$ cat src/rtl/sfm_pkg.sv
package sfm_pkg;
  typedef enum logic [1:0] {
    OP_NONE  = 2'b00,
    OP_READ  = 2'b01,
    OP_WRITE = 2'b10,
    OP_ERASE = 2'b11
  } sfmOpE;

  typedef enum logic [1:0] {
    ST_IDLE  = 2'd0,
    ST_READ  = 2'd1,
    ST_WRITE = 2'd2
  } sfmStE;

  typedef struct packed {
    logic loadPtr;
    logic incByte;
    logic incWord;
    logic storeLow;
    logic commit;
    logic loadBank;
  } sfmStrobeT;

  localparam logic [3:0] UNLOCK_CODE = 4'b0010;
endpackage

$ cat src/rtl/sfm_ctrl_fsm.sv
module sfm_ctrl_fsm
  import sfm_pkg::*;
(
  input  logic            clk,
  input  logic            rstN,
  input  logic            invokeReq,
  input  logic            invokeFromCpu,
  input  logic            debugEn,
  input  logic            preboot,
  input  logic            supplyOk,
  input  logic            secureBit,
  input  logic [3:0]      unlockKey,
  input  logic            cmdValid,
  input  logic [1:0]      cmdOp,
  input  logic            cmdAddrLsb,
  input  logic            wrByteValid,
  input  logic            rdByteReq,
  input  logic            bankWr,
  input  logic            flashDone,
  output logic            modeOn,
  output logic            flashReady,
  output logic            readyErr,
  output logic            flashRd,
  output logic            flashWr,
  output logic            flashErase,
  output sfmStrobeT       stb
);
  sfmStE st, stNext;
  logic  phase, phaseNext;
  logic  pending, pendSet;
  logic  errSet, errClr;
  logic  commitNext, eraseNext;
  logic  entryOk;

  assign entryOk = invokeReq && !invokeFromCpu && debugEn && !preboot &&
                   supplyOk && (unlockKey == UNLOCK_CODE);

  always_comb begin
    stb        = '0;
    stNext     = st;
    phaseNext  = phase;
    errSet     = 1'b0;
    errClr     = 1'b0;
    commitNext = 1'b0;
    eraseNext  = 1'b0;
    pendSet    = 1'b0;
    flashRd    = modeOn && (st == ST_READ) && rdByteReq;
    if (flashRd) stb.incByte = 1'b1;
    if (bankWr && modeOn) stb.loadBank = 1'b1;
    if (cmdValid) begin
      errClr    = 1'b1;
      stNext    = ST_IDLE;
      phaseNext = 1'b0;
      if (!modeOn) begin
        errSet = 1'b1;
      end else begin
        case (sfmOpE'(cmdOp))
          OP_READ: begin
            if (secureBit) errSet = 1'b1;
            else begin stNext = ST_READ; stb.loadPtr = 1'b1; end
          end
          OP_WRITE: begin
            if (secureBit || cmdAddrLsb) errSet = 1'b1;
            else begin stNext = ST_WRITE; stb.loadPtr = 1'b1; end
          end
          OP_ERASE: begin
            if (pending) errSet = 1'b1;
            else begin eraseNext = 1'b1; pendSet = 1'b1; end
          end
          default: ;
        endcase
      end
    end else if (wrByteValid && modeOn && (st == ST_WRITE)) begin
      if (!phase) begin
        stb.storeLow = 1'b1;
        phaseNext    = 1'b1;
      end else begin
        phaseNext   = 1'b0;
        stb.incWord = 1'b1;
        if (pending) errSet = 1'b1;
        else begin stb.commit = 1'b1; commitNext = 1'b1; pendSet = 1'b1; end
      end
    end
  end

  always_ff @(posedge clk or negedge rstN) begin
    if (!rstN) begin
      modeOn     <= 1'b0;
      st         <= ST_IDLE;
      phase      <= 1'b0;
      pending    <= 1'b0;
      readyErr   <= 1'b0;
      flashWr    <= 1'b0;
      flashErase <= 1'b0;
    end else begin
      if (entryOk) modeOn <= 1'b1;
      st         <= stNext;
      phase      <= phaseNext;
      flashWr    <= commitNext;
      flashErase <= eraseNext;
      if (pendSet)        pending <= 1'b1;
      else if (flashDone) pending <= 1'b0;
      if (errSet)      readyErr <= 1'b1;
      else if (errClr) readyErr <= 1'b0;
    end
  end

  assign flashReady = modeOn && !pending;
endmodule

$ cat src/rtl/sfm_datapath.sv
module sfm_datapath
  import sfm_pkg::*;
#(
  parameter int BANK_W = 2,
  parameter int WIN_W  = 15,
  parameter int BYTE_W = 8
) (
  input  logic                       clk,
  input  logic                       rstN,
  input  sfmStrobeT                  stb,
  input  logic [WIN_W-1:0]           cmdAddr,
  input  logic [BYTE_W-1:0]          wrByte,
  input  logic [BANK_W-1:0]          bankData,
  output logic [BANK_W+WIN_W-1:0]    flashAddr,
  output logic [BANK_W+WIN_W-2:0]    flashWrAddr,
  output logic [2*BYTE_W-1:0]        flashWrData
);
  localparam int WORD_W = 2 * BYTE_W;

  logic [WIN_W-1:0]  ptr;
  logic [BYTE_W-1:0] lowByte;
  logic [BANK_W-1:0] bank;

  always_ff @(posedge clk or negedge rstN) begin
    if (!rstN) begin
      ptr         <= '0;
      lowByte     <= '0;
      bank        <= '0;
      flashWrAddr <= '0;
      flashWrData <= '0;
    end else begin
      if (stb.loadPtr)      ptr <= cmdAddr;
      else if (stb.incWord) ptr <= ptr + WIN_W'(2);
      else if (stb.incByte) ptr <= ptr + WIN_W'(1);
      if (stb.storeLow) lowByte <= wrByte;
      if (stb.loadBank) bank <= bankData;
      if (stb.commit) begin
        flashWrData <= WORD_W'({wrByte, lowByte});
        flashWrAddr <= {bank, ptr[WIN_W-1:1]};
      end
    end
  end

  assign flashAddr = {bank, ptr};
endmodule

$ cat src/rtl/sfm_ctrl.sv
module sfm_ctrl
  import sfm_pkg::*;
#(
  parameter int BANK_W = 2,
  parameter int WIN_W  = 15,
  parameter int BYTE_W = 8
) (
  input  logic                    clk,
  input  logic                    rstN,
  input  logic                    invokeReq,
  input  logic                    invokeFromCpu,
  input  logic                    debugEn,
  input  logic                    preboot,
  input  logic                    supplyOk,
  input  logic                    secureBit,
  input  logic [3:0]              unlockKey,
  input  logic                    cmdValid,
  input  logic [1:0]              cmdOp,
  input  logic [WIN_W-1:0]        cmdAddr,
  input  logic                    wrByteValid,
  input  logic [BYTE_W-1:0]       wrByte,
  input  logic                    rdByteReq,
  output logic [BYTE_W-1:0]       rdData,
  input  logic                    bankWr,
  input  logic [BANK_W-1:0]       bankData,
  input  logic                    spiIrqIn,
  output logic                    spiIrqOut,
  output logic                    cpuHalt,
  output logic [BANK_W+WIN_W-1:0] flashAddr,
  output logic                    flashRd,
  input  logic [BYTE_W-1:0]       flashRdData,
  output logic                    flashWr,
  output logic [BANK_W+WIN_W-2:0] flashWrAddr,
  output logic [2*BYTE_W-1:0]     flashWrData,
  output logic                    flashErase,
  input  logic                    flashDone,
  output logic                    flashReady,
  output logic                    readyErr
);
  sfmStrobeT stb;
  logic      modeOn;

  sfm_ctrl_fsm u_fsm (
    .clk(clk), .rstN(rstN), .invokeReq(invokeReq), .invokeFromCpu(invokeFromCpu),
    .debugEn(debugEn), .preboot(preboot), .supplyOk(supplyOk), .secureBit(secureBit),
    .unlockKey(unlockKey), .cmdValid(cmdValid), .cmdOp(cmdOp), .cmdAddrLsb(cmdAddr[0]),
    .wrByteValid(wrByteValid), .rdByteReq(rdByteReq), .bankWr(bankWr),
    .flashDone(flashDone), .modeOn(modeOn), .flashReady(flashReady),
    .readyErr(readyErr), .flashRd(flashRd), .flashWr(flashWr),
    .flashErase(flashErase), .stb(stb)
  );

  sfm_datapath #(.BANK_W(BANK_W), .WIN_W(WIN_W), .BYTE_W(BYTE_W)) u_dp (
    .clk(clk), .rstN(rstN), .stb(stb), .cmdAddr(cmdAddr), .wrByte(wrByte),
    .bankData(bankData), .flashAddr(flashAddr), .flashWrAddr(flashWrAddr),
    .flashWrData(flashWrData)
  );

  assign cpuHalt   = modeOn;
  assign spiIrqOut = spiIrqIn && !modeOn;
  assign rdData    = flashRdData;
endmodule

$ cat config.mk
export PLATFORM = sky130hd
export DESIGN_NAME = sfm_ctrl
export DESIGN_NICKNAME = d
export VERILOG_FILES = /design/src/rtl/sfm_pkg.sv /design/src/rtl/sfm_ctrl_fsm.sv /design/src/rtl/sfm_datapath.sv /design/src/rtl/sfm_ctrl.sv
export SDC_FILE = /design/constraint.sdc
export NUM_CORES = 1
export LEC_CHECK = 0
export ABC_AREA = 1
export ABC_CLOCK_PERIOD_IN_PS = 1900
export BUFFER_PORTS_ARGS = -buffer_cell sky130_fd_sc_hd__buf_4
export CORE_MARGIN = 4
export CORE_UTILIZATION = 49
export CTS_BUF_LIST = sky130_fd_sc_hd__clkbuf_2
export CTS_CLUSTER_SIZE = 12
export DETAILED_ROUTE_END_ITERATION = 7
export PLACE_DENSITY = 0.75
export REMOVE_ABC_BUFFERS = 1
export SYNTH_ARGS = -nofsm -noshare
export SYNTH_HDL_FRONTEND = slang
export SYNTH_SLANG_ARGS = --single-unit
$ cat constraint.sdc
create_clock -name clk -period 1.9 [get_ports clk]
set_clock_uncertainty 0.05 [all_clocks]
set_input_delay 0 -clock clk [delete_from_list [all_inputs] [get_ports clk]]
set_output_delay 0 -clock clk [all_outputs]
set_load 0.01 [all_outputs]
Word level (Yosys, flattened, before mapping)

Index checks and enable logic that the tools add are counted.

Word-level logic and storage cells: 82
Register bits: 65
Input bits: 53

Add/sub/neg operators: 2
Eq/ne operators: 6
Multiplexer cells: 41
Reduce and logical (&&, ||, !) cells: 21

Operators by type and width:

| operator                | count |
|---|---|
| $mux W15                | 3 |
| $mux W1                 | 31 |
| $add A15 B1 Y15 const B | 1 |
| $add A15 B2 Y15 const B | 1 |
| $logic_and A1 B1 Y1     | 12 |
| $eq A2 B2 Y1 const B    | 3 |
| $mux W3                 | 2 |
| $reduce_bool A2 Y1      | 3 |
| $eq A2 B1 Y1 const B    | 2 |
| $eq A4 B2 Y1 const B    | 1 |
| $logic_not A1 Y1        | 4 |
| $mux W2                 | 2 |
| $pmux W2 S2             | 1 |
| $pmux W1 S3             | 1 |
| $reduce_bool A3 Y1      | 1 |
| $pmux W1 S2             | 1 |
| $logic_or A1 B1 Y1      | 1 |

Depth between registers and ports, before layout

Gate-level depths: netlist (run 1).

Depth in word-level cells: 7
Mapped depth: 10
Mapped depth without buffers: 10

Cells and area by module

From an unflattened synthesis (run 1), not the netlist that was laid out.

Cell total of the unflattened synthesis: 383
Area, all modules: 3,203.1 sq um

Modules (own cells, without submodules):

| module       | seq. area each (sq um) | area an instance (sq um) | instances | cells each |
|---|---|---|---|---|
| sfm_datapath | 1,426.4                | 2,592.5                  | 1         | 298 |
| sfm_ctrl_fsm | 200.2                  | 540.5                    | 1         | 75 |
| sfm_ctrl     | 0.0                    | 70.1                     | 1         | 10 |

Worst setup path after synthesis (run 1)

OpenSTA, ideal clock, no wires.

Kind: reg2reg
Start: register u_dp.ptr[1]
End: register u_dp.ptr[14]
Setup time: 116 ps
Setup slack: 313 ps
Buffers on the path: 0
Arrival: 1,421 ps
Cell stages (with the launch flop): 11
Clock period less this slack: 1,587 ps
Path through: dfrtp_1 ha_1 inv_1 nor2_1 nand2_1 nand2_1 nand3_1 nand2_1 nand3_1 nand2_1 nand2_1

Word-level cells in the longest chain between the ends: 4
Elaborated cells on any way between the ends: 5
Those cells by class: add/sub (2); mux (3)

RTL lines:

| what                     | line               | source |
|---|---|---|
| start: declaration       | sfm_datapath.sv:20 | `logic [WIN_W-1:0] ptr;` |
| start signal: assignment | sfm_datapath.sv:32 | `if (stb.loadPtr) ptr <= cmdAddr;` |
| start signal: assignment | sfm_datapath.sv:33 | `else if (stb.incWord) ptr <= ptr + WIN_W'(2);` |
| start signal: assignment | sfm_datapath.sv:34 | `else if (stb.incByte) ptr <= ptr + WIN_W'(1);` |
| $add A15 B1 Y15          | sfm_datapath.sv:34 |  |
| $mux W15                 | sfm_datapath.sv:34 |  |
| $mux W15 (*)             | sfm_datapath.sv:33 |  |
| $mux W15 (*)             | sfm_datapath.sv:32 |  |

Mark *: on every way between the ends. The rest lies on a longest branch, timed or not. The select of a mux whose other input is x is not followed.
A chain may end at the register's enable or synchronous reset.

Final worst setup path (run 1)

Start: input cmdOp[1]
End: register u_fsm.pending

Word-level cells in the longest chain between the ends: 5
Elaborated cells on any way between the ends: 6
Those cells by class: eq/ne (1); mux (4); reduce/logical (1)

RTL lines:

| what                                                 | line                | source |
|---|---|---|
| start: declaration                                   | sfm_ctrl.sv:18      | `input logic [1:0] cmdOp,` |
| $eq A2 B2 Y1 (*)                                     | sfm_ctrl_fsm.sv:57  | `case (sfmOpE'(cmdOp))` |
| $mux W1 (*)                                          | sfm_ctrl_fsm.sv:57  |  |
| $mux W1 (*)                                          | sfm_ctrl_fsm.sv:54  | `if (!modeOn) begin` |
| $mux W1 (*)                                          | sfm_ctrl_fsm.sv:50  | `if (cmdValid) begin` |
| $mux W1 / $reduce_bool A2 Y1 (equally long branches) | -                   |  |
| end signal: assignment                               | sfm_ctrl_fsm.sv:91  | `pending <= 1'b0;` |
| end signal: assignment                               | sfm_ctrl_fsm.sv:101 | `if (pendSet) pending <= 1'b1;` |
| end signal: assignment                               | sfm_ctrl_fsm.sv:102 | `else if (flashDone) pending <= 1'b0;` |
| end: declaration                                     | sfm_ctrl_fsm.sv:30  | `logic pending, pendSet;` |

Mark *: on every way between the ends. The rest lies on a longest branch, timed or not.

==> reports/qor.yml, run 1 <==
worst_setup_path:
  startpoint_type: "primary input"
  critical_path_arrival_ns: 2.30
  crit_fanout: 3
  rr_worst_depth: 9
  crit_start: "cmdOp[1]"
  worstPathRequired_ns: 2.27
  cp.depth: 9
  reg2reg_from: "u_dp.ptr[3]"
  path_cells: "dlygate4sd3_1 -> buf_4 -> ha_1 -> dlygate4sd3_1 -> inv_1 -> nor3_2 -> nor2_1 -> dlygate4sd3_1 -> nand2_1"
  end_kind: "register"
  slowest_stage: "dlygate4sd3_1"
  r2r_end: "u_dp.ptr[14]"
  cp_top_family: "buffers and inverters"
  crit_buf_inv: 5
  rrSetupSlack_ns: 0.16
  critPathMostFrequentCell: "dlygate4sd3_1"
  crit_end: "u_fsm.pending"
  criticalPathCategory: "primary input to register"
  slowest_delay_ns: 0.58
place:
  dp_slack_ns: 0.163
  place_hpwl_microns: 6180
  io_buffers: 100
  gp_congestion: 0.886
route:
  wl_met1_microns: 3950
  drc: 0
  postRouteAntennaNets: 0
  highest_layer: "met4"
  via_per_inst: 5.11
  post_drt_wl_per_cell_microns: 14.3
  drt_iter0_markers: 136
  firstDrtPassIters: 5
  dr_wl_met2_microns: 4720
  dr_wl_met3_microns: 492
  via_count: 3348
  routed_wl_microns: 9340
synthesis:
  synth_top_flop_cell: "dfrtp_1"
  synthTopCellsByCount: "137 x nand2_1, 65 x dfrtp_1, 40 x inv_1, 37 x nor2_1, 24 x o21ai_1"
  synth_edf_count: 0
  synthArstFlopShare: 1.00
  synth_area_sq_um: 3380
  yosysWarningCount: 0
  synth.most_common_cell: "nand2_1"
  seq_area_frac_synth: 0.481
  ys_ff_latch: 65
  syn_area_per_cell_sq_um: 7.98
  ys_types: 35
  synth_area_leaders: "dfrtp_1 48%, nand2_1 15%, inv_1 4.4%"
  synth_top_area_share: 0.481
  synth_top_area_cell: "dfrtp_1"
  syn_inst: 424
clock_network:
  worstSkewPairLatency_ns: 0.52
  clock_path_buffers: 2
  cts_tree: "yes"
  clkTransAtPathRegs_ns: 0.21
  cts_sinks: 65
  root_buffer: "clkbuf_2"
  htreeDepth: 3
  cts_inserted_buffers: 9
global_route:
  grt_usage: 0.233
  antenna_found_initial: 0
  grt_pass1_wl_microns: 15600
  grt_pass1_vias: 3252
  grt_max_degree: 66
  gr-total-overflow: 0
power:
  power.switching_mw: 1.53
  p_int_mw: 2.37
  swShare: 0.392
  p_per_area_nw_per_um2: 818
  p_total_mw: 3.90
  power_frac_comb: 0.342
  peakVddDrop_v: 0.000572
  p_leak_nw: 2.52
  p_clk_frac: 0.188
  seq_power_share: 0.470
sta:
  max_slew.worst_pin.slew_ns: 0.815
  drv_slew: 0
  period_share: 1.01
  tns_ns: -0.0232
  finalSetupViolations: 1
  rsz0062_at_grt: "yes"
  relSlewSlack: 0.457
  worst_slack_ns: -0.0232
  max_freq_ghz: 0.520
  hold_viol: 0
  finalCriticalPeriod_ns: 1.92
run_status:
  violations: "setup timing"
  outcome: "complete, but fails checks"
floorplan:
  ios: 117
  die_w_microns: 91.1
  initial_core_util: 0.501
  dieArea_sq_um: 8300
  rows: 30
  die_h_microns: 91.1
  core_area_sq_um: 6760
layout:
  drive_gt1_frac: 0.256
  diodes: 0
  finalNetCount: 629
  fill_cells: 539
  area_growth_pct: 41.0
  fin_util: 0.706
min_path:
  hp-class: "primary input to asynchronous set/reset pin"
flow_run:
  max_cap_violations: 0
## metrics by stage
step           cell area (sq um)  instances  hold WS (ns)
2_1_floorplan               3250        405        -0.346
3_3_place_gp                4180        591       -0.0499
3_5_place_dp                4180        591       -0.0499
4_1_cts                     4760        655        0.0546
5_1_grt                     4770        655        0.0868
6_report                    4770        655        0.0525
## final cells by class
type | instances | area (sq um) | area share
Clock buffer | 11 | 55.1 | 0.0115
Clock inverter | 5 | 40.0 | 0.00839
Inverter | 44 | 168 | 0.0352
Multi-Input combinational cell | 296 | 1470 | 0.307
Sequential cell | 65 | 1630 | 0.341
Tap cell | 80 | 100 | 0.0210
Timing Repair Buffer | 154 | 1310 | 0.275
## layout by cell type (no fill, tap or decap), types with 2 or more instances in the layout
| cell | Yosys | final |
|---|---|---|
| clkinv_4 | 0 | 3 |
| o22ai_1 | 2 | 2 |
| nand2_4 | 2 | 2 |
| o21ai_1 | 24 | 24 |
| buf_12 | 0 | 3 |
| a21oi_1 | 6 | 6 |
| nand2_1 | 137 | 137 |
| xor2_1 | 4 | 4 |
| inv_2 | 3 | 3 |
| nor2_1 | 37 | 37 |
| o211ai_2 | 2 | 2 |
| o21ai_0 | 18 | 18 |
| nand2_2 | 3 | 3 |
| nand3_2 | 1 | 2 |
| dlygate4sd3_1 | 0 | 48 |
| nor2_4 | 2 | 2 |
| o211ai_1 | 2 | 2 |
| nor2_2 | 3 | 3 |
| nand4_1 | 15 | 15 |
| inv_1 | 40 | 40 |
| clkbuf_2 | 0 | 11 |
| mux2_2 | 2 | 2 |
| dfrtp_1 | 65 | 64 |
| ha_1 | 6 | 6 |
| nand3_1 | 19 | 18 |
| buf_4 | 8 | 103 |
## power by group through the flow
stage / Combinational, mW / Sequential (mW) / Clock (mW)
after CTS: 1.33 / 1.82 / 0.741
after global routing: 1.50 / 1.86 / 0.812
final: 1.34 / 1.83 / 0.733
after floorplan: 0.665 / 1.86 / 0
after detailed placement: 1.24 / 1.85 / 0
after global placement: 1.22 / 1.84 / 0
## sequential cells by signal (all words and copies together) (netlist names)
signal / flops
u_dp.flashWrAddr: 16
u_dp.flashWrData: 16
u_dp.ptr: 15
u_dp.lowByte: 8
u_dp.bank: 2
u_fsm.st: 2
u_fsm.flashErase: 1
u_fsm.flashWr: 1
u_fsm.modeOn: 1
u_fsm.pending: 1
u_fsm.phase: 1
u_fsm.readyErr: 1
## routing by layer
| layer | up-vias | GRT usage |
|---|---|---|
| met3 | 18 | 0.0497 |
| met2 | 101 | 0.394 |
| met1 | 1576 | 0.292 |
| met4 | 0 | 0.0854 |
| met5 | - | 0 |
| li1 | 1653 | - |
## cell families (layout without fill, tap and decap cells)
family / Yosys count / count (layout) / synth area share
and+or+nand+nor: 225 / 225 / 0.293
DFF: 65 / 65 / 0.481
buffers and inverters: 63 / 214 / 0.0891
AOI/OAI and AO/OA: 58 / 58 / 0.0954
adders and majority gates: 6 / 6 / 0.0222
xor gates and xnor gates: 5 / 5 / 0.0129
muxes: 2 / 2 / 0.00666
## what timing repair did
item | CTS | global route
hold buffers | 48 | 0
gates resized for setup | 0 | 3
endpoints found under the hold margin | 114 | 0
endpoints found under the setup margin | 0 | 7
buffers inserted | 0 | 0
## worst min path at each step
stage / to / cells past startpoint / slack (ns)
CTS: u_dp.flashWrAddr[5] / 2 / 0.05
finish: u_dp.ptr[13] / 2 / 0.05
floorplan: u_dp.bank[0] / 0 / -0.35
detailed placement: rdData[0] / 0 / -0.05
global route: u_dp.flashWrAddr[1] / 2 / 0.09
global placement: rdData[0] / 0 / -0.05
Power figures use the tool's default switching activity.
==> run 2, diff against run 1 <==
REMOVE_ABC_BUFFERS = default   (was 1)
==> run 2 against run 1 <==
The run now ends clean; routed wire length is 1.2% lower; die area stayed put; final area hardly changed; sequential share of layout area is 0.061 points higher; critical endpoint is now u_dp.ptr[6]; largest power group unchanged.
==> reports/qor.yml, run 2 (synthesis gave the netlist of run 1 again) <==
run_status:
  outcome: "completed"
synthesis:
  synth.net_count: 483
clock_network:
  cts_tree: "yes"
  worstSkewPairLatency_ns: 0.49  # -0.03 ns
  clock_path_buffers: 2  # unchanged
  cts_sinks: 65  # unchanged
  root_buffer: "clkbuf_2"
  htreeDepth: 3  # unchanged
  cts_inserted_buffers: 9  # unchanged
  clkTransAtPathRegs_ns: 0.19  # -0.02 ns
sta:
  rsz0062_at_grt: "no"
  relSlewSlack: 0.453  # -0.00394
  finalCriticalPeriod_ns: 1.75  # -0.168 ns
  hold_viol: 0  # unchanged
  worst_slack_ns: 0.145  # +0.168 ns
  period_share: 0.924  # -0.0886
  holdWs_ns: 0.0670  # +0.0145 ns
  max_slew.worst_pin.slew_ns: 0.821  # +0.00591 ns
  finalSetupViolations: 0  # -1
  tns_ns: 0  # +0.0232 ns
  drv_slew: 0  # unchanged
  max_freq_ghz: 0.570  # +9.6%
layout:
  mostFrequentLayoutCells: "137 x nand2_1, 105 x buf_4, 62 x dfrtp_1"
  drive_gt1_frac: 0.255  # -0.000853
  fill_cells: 567  # +5.2%
  fin_util: 0.706  # about the same
  largestRegisters: "u_dp.flashWrAddr (16), u_dp.flashWrData (16), u_dp.ptr (15)"
  area_growth_pct: 40.9  # about the same
  layout_commonest_cell: "nand2_1"
  finalNetCount: 628  # -0.16%
power:
  p_clk_frac: 0.223  # +0.035
  peakVddDrop_v: 0.000575  # +0.57%
  p_int_mw: 2.61  # +10%
  p_total_mw: 4.15  # +6.5%
  power.switching_mw: 1.54  # +0.83%
  p_per_area_nw_per_um2: 871  # +6.5%
  power_frac_comb: 0.336  # -0.006
  seq_power_share: 0.442  # -0.028
  swShare: 0.371  # -0.0208
  p_leak_nw: 2.51  # -0.56%
global_route:
  grt_max_degree: 66  # unchanged
  grt_pass1_vias: 3147  # -3.2%
  gr-total-overflow: 0  # unchanged
  antenna_found_initial: 0  # unchanged
  grt_usage: 0.226  # -0.00714
  grt_pass1_wl_microns: 15000  # -4.2%
worst_setup_path:
  rr_worst_depth: 9  # unchanged
  slowest_delay_ns: 0.56  # -0.02 ns
  end_kind: "register"
  reg2reg_from: "u_dp.ptr[2]"
  startpoint_type: "primary input"
  cp_top_family: "buffers and inverters"
  crit_end: "u_dp.ptr[6]"
  crit_start: "secureBit"
  crit_buf_inv: 4  # -1
  critPathMostFrequentCell: "dlygate4sd3_1"
  rrSetupSlack_ns: 0.18  # +0.02 ns
  cp.depth: 10  # +1
  worstPathRequired_ns: 2.26  # about the same
  crit_fanout: 11  # +8
  r2r_end: "u_dp.ptr[14]"
  slowest_stage: "dlygate4sd3_1"
  critical_path_arrival_ns: 2.11  # -0.19 ns
  criticalPathCategory: "primary input to register"
  path_cells: "dlygate4sd3_1 -> buf_4 -> nor2_1 -> dlygate4sd3_1 -> nand4_2 -> nand2_4 -> nor2_4 -> inv_2 -> o21ai_0 -> o21ai_1"
floorplan:
  dieArea_sq_um: 8300  # unchanged
  ios: 117  # unchanged
  rows: 30  # unchanged
  die_w_microns: 91.1  # unchanged
  die_h_microns: 91.1  # unchanged
  initial_core_util: 0.501  # unchanged
  core_area_sq_um: 6760  # unchanged
place:
  io_buffers: 100  # unchanged
  dp_slack_ns: 0.115  # -0.0478 ns
  gp_congestion: 0.907  # +2.5%
  place_hpwl_microns: 6280  # +1.5%
route:
  via_count: 3330  # -0.54%
  drt_iter0_markers: 189  # +39%
  drc: 0  # unchanged
  postRouteAntennaNets: 0  # unchanged
  firstDrtPassIters: 4  # -1
  via_per_inst: 5.09  # -0.39%
  post_drt_wl_per_cell_microns: 14.1  # -1.0%
  routed_wl_microns: 9230  # -1.2%
min_path:
  hp-class: "primary input to asynchronous set/reset pin"
flow_run:
  max_cap_violations: 0  # unchanged
## run 2: repair_timing
item | in CTS | in global routing
gates resized for setup | 0 | 8
endpoints found under the setup margin | 0 | 30
hold buffers | 49 | 0
hold endpoints to repair | 114 | 0
buffers inserted | 0 | 0
## run 2: power by group through the flow
stage	sequential [mW]	combinational, mW	clock (mW)
floorplan	1.86	0.689	0
global placement	1.85	1.26	0
detailed placement	1.85	1.29	0
CTS	1.82	1.38	0.948
global route	1.86	1.57	1.01
finish	1.83	1.39	0.924
## run 2: cell type report
cell class / count / area (sq um) / area share
tap: 80 / 100 / 0.0210
multi-input combinational: 296 / 1470 / 0.308
clock buffer: 9 / 45.0 / 0.00945
timing repair buffer: 153 / 1270 / 0.266
clock inverter: 6 / 83.8 / 0.0176
sequential: 65 / 1630 / 0.342
antenna: 1 / 2.50 / 0.000525
inverter: 44 / 170 / 0.0357
## run 2: worst min path at each step
stage / cells after the start / to / startpoint
2_1_floorplan: 0 / u_dp.bank[0] / rstN
3_3_place_gp: 0 / rdData[0] / flashRdData[0]
3_5_place_dp: 0 / rdData[0] / flashRdData[0]
4_1_cts: 2 / u_dp.flashWrData[2] / rstN
5_1_grt: 2 / u_fsm.flashWr / rstN
6_report: 2 / u_dp.flashWrData[10] / rstN
## run 2: worst register-to-register path: stages, from the launching register on
cell     delay [ns]
dfrtp_1        0.52
nand2_1        0.15
nor2_1         0.26
nand3_1        0.11
nand2_1        0.19
nand3_1        0.10
nand2_1        0.07
nand3_1        0.06
nand2_1        0.06
nand2_1        0.04
## run 2: per-stage QoR
step,area [sq um],instances
2_1_floorplan,3380,424
3_3_place_gp,4140,590
3_5_place_dp,4140,590
4_1_cts,4760,654
5_1_grt,4770,653
6_report,4770,654
## run 2: per-layer routing
layer  share of wire  up-vias  track usage
met1            0.44     1549        0.298
met2            0.48      120        0.366
li1                -     1644            -
met4           0.018        0       0.0992
met5               0        -            0
met3           0.059       17       0.0356
==> run 3, diff against run 2 <==
CELL_PAD_IN_SITES_DETAIL_PLACEMENT = 0   (was default)
CELL_PAD_IN_SITES_GLOBAL_PLACEMENT = 1   (was default)
CORE_UTILIZATION = 37   (was 49)
PLACE_DENSITY = 0.79   (was 0.75)
==> run 3 against run 2 <==
Clock-buffer cell count unchanged; maximum frequency is 3.4% lower; utilization fell by 15 points; die area increased by 29%; non-clock buffer count is 4 higher; routed wire length up 3.9%; final area increased by 2.4%; via count fell by 1.7%; critical path type unchanged; highest routed layer unchanged.
==> reports/qor.yml, run 3 (synthesis gave the netlist of run 1 again) <==
worst_setup_path:
  critical_path_arrival_ns: 2.13  # +0.02 ns
  reg2reg_from: "u_fsm.st[0]"
  r2r_end: "u_dp.ptr[6]"
  crit_end: "u_dp.ptr[8]"
  worstPathRequired_ns: 2.22  # -0.04 ns
  end_kind: "register"
  rrSetupSlack_ns: 0.21  # +0.03 ns
  critPathMostFrequentCell: "nor2_1"
  crit_start: "secureBit"
  slowest_delay_ns: 0.57  # about the same
  criticalPathCategory: "primary input to register"
  path_cells: "dlygate4sd3_1 -> buf_4 -> nor2_1 -> dlygate4sd3_1 -> nand4_2 -> nand2_4 -> inv_4 -> nor2_1 -> nor2_1 -> nand2_1 -> o21ai_0"
  rr_worst_depth: 9  # unchanged
  slowest_stage: "dlygate4sd3_1"
  crit_fanout: 28  # +17
  startpoint_type: "primary input"
flow_run:
  max_cap_violations: 0  # unchanged
layout:
  largestRegisters: "u_dp.flashWrAddr (16), u_dp.flashWrData (16), u_dp.ptr (15)"
  regArea_sq_um: 1630  # about the same
  diodes: 0  # -1
  mostFrequentLayoutCells: "137 x nand2_1, 109 x buf_4, 63 x dfrtp_1"
  final_cells: 686  # +4.9%
  fill_cells: 826  # +46%
  finalNetCount: 632  # +0.64%
  area_growth_pct: 44.4
  drive_gt1_frac: 0.261  # +0.00645
  layout_commonest_cell: "nand2_1"
  multi_input_area_sq_um: 1470  # -0.17%
floorplan:
  rows: 34  # +13%
  die_h_microns: 104  # +14%
  die_w_microns: 104  # +14%
  ios: 117  # unchanged
  dieArea_sq_um: 10700  # +29%
  initial_core_util: 0.384  # -0.117
  core_area_sq_um: 8810  # +30%
power:
  p_per_area_nw_per_um2: 916  # +5.2%
  peakVddDrop_v: 0.000570  # -0.98%
  p_leak_nw: 2.56  # +1.9%
clock_network:
  clock_path_buffers: 2  # unchanged
  cts_inserted_buffers: 9  # unchanged
  cts_sinks: 65  # unchanged
  worstSkewPairLatency_ns: 0.49  # about the same
  root_buffer: "clkbuf_2"
  htreeDepth: 3  # unchanged
  cts_tree: "yes"
  clkTransAtPathRegs_ns: 0.21  # +0.02 ns
sta:
  period_share: 0.956  # +0.0322
  max_freq_ghz: 0.551  # -3.4%
  rsz0062_at_grt: "no"
  tns_ns: 0  # unchanged
  max_slew.worst_pin.slew_ns: 0.829  # +0.00766 ns
  relSlewSlack: 0.448  # -0.00511
  finalSetupViolations: 0  # unchanged
  hold_viol: 0  # unchanged
  drv_slew: 0  # unchanged
  finalCriticalPeriod_ns: 1.82  # +0.0611 ns
global_route:
  grt_usage: 0.183  # -0.0425
  antenna_found_initial: 0  # unchanged
  grt_pass1_vias: 3280  # +4.2%
  grt_max_degree: 66  # unchanged
  grt_pass1_wl_microns: 16200  # +8.5%
  gr-total-overflow: 0  # unchanged
route:
  routed_wl_microns: 9580  # +3.9%
  post_drt_wl_per_cell_microns: 14.0  # -0.97%
  via_count: 3273  # -1.7%
  postRouteAntennaNets: 0  # unchanged
  via_per_inst: 4.77  # -6.3%
  firstDrtPassIters: 4  # unchanged
  drc: 0  # unchanged
  drt_iter0_markers: 142  # -25%
run_status:
  outcome: "completed"
min_path:
  hp-class: "primary input to asynchronous set/reset pin"
place:
  io_buffers: 100  # unchanged
  numPlacedInstances: 619  # +4.9%
  gp_congestion: 0.895  # -1.3%
  place_hpwl_microns: 6620  # +5.5%
synthesis:
  synth.net_count: 483  # unchanged
## run 3: worst min path at each step
stage | endpoint | cells after the start | start
6_report | u_dp.ptr[0] | 2 | rstN
5_1_grt | u_fsm.modeOn | 3 | unlockKey[0]
4_1_cts | u_fsm.st[0] | 2 | rstN
3_5_place_dp | rdData[0] | 0 | flashRdData[0]
3_3_place_gp | rdData[0] | 0 | flashRdData[0]
2_1_floorplan | u_dp.bank[0] | 0 | rstN
## run 3: final cells by class
type / count / area share
inverters: 44 / 0.0348
well taps: 108 / 0.0277
clock inverters: 7 / 0.0289
clock buffers: 9 / 0.00922
multi-input cells: 296 / 0.300
repair buffers: 157 / 0.266
flip-flops and latches: 65 / 0.334
## run 3: stage by stage
step                hold WS, ns  instance area (sq um)   util  setup slack (ns)  total power, mW
floorplan                -0.346                   3380      -             0.313             2.55
global placement        -0.0499                   4180  0.475             0.126             3.14
detailed placement      -0.0499                   4180  0.475             0.119             3.16
CTS                      0.0834                   4850  0.550            0.0846             4.49
global route              0.118                   4880  0.555           0.00241             4.77
finish                   0.0780                   4880  0.555            0.0840             4.48
## run 3: layer usage
metal  global-route usage  vias to the layer above  routed length (microns)
li1                     -                     1664                        -
met1                0.249                     1496                     4540
met2                0.300                      104                     4480
met3               0.0379                        9                      482
met4               0.0475                        0                       88
met5                    0                        -                        0
## run 3: power by group
| part | switching (mW) | internal [mW] | total [mW] |
|---|---|---|---|
| combinational | 0.758 | 0.639 | 1.40 |
| clock | 0.540 | 0.702 | 1.24 |
| sequential | 0.271 | 1.57 | 1.84 |
## run 3: timing repair
item                                    CTS  global route
endpoints found under the setup margin    0            49
gates resized for setup                   0             7
hold endpoints to repair                113             0
buffers inserted                          0             3
hold buffers                             48             0
## run 3: worst max-delay path: cells and delay by family
family          cells  cell delay (ns)
compound gates      1             0.07
buf+inv             4             1.41
simple gates        6             0.65
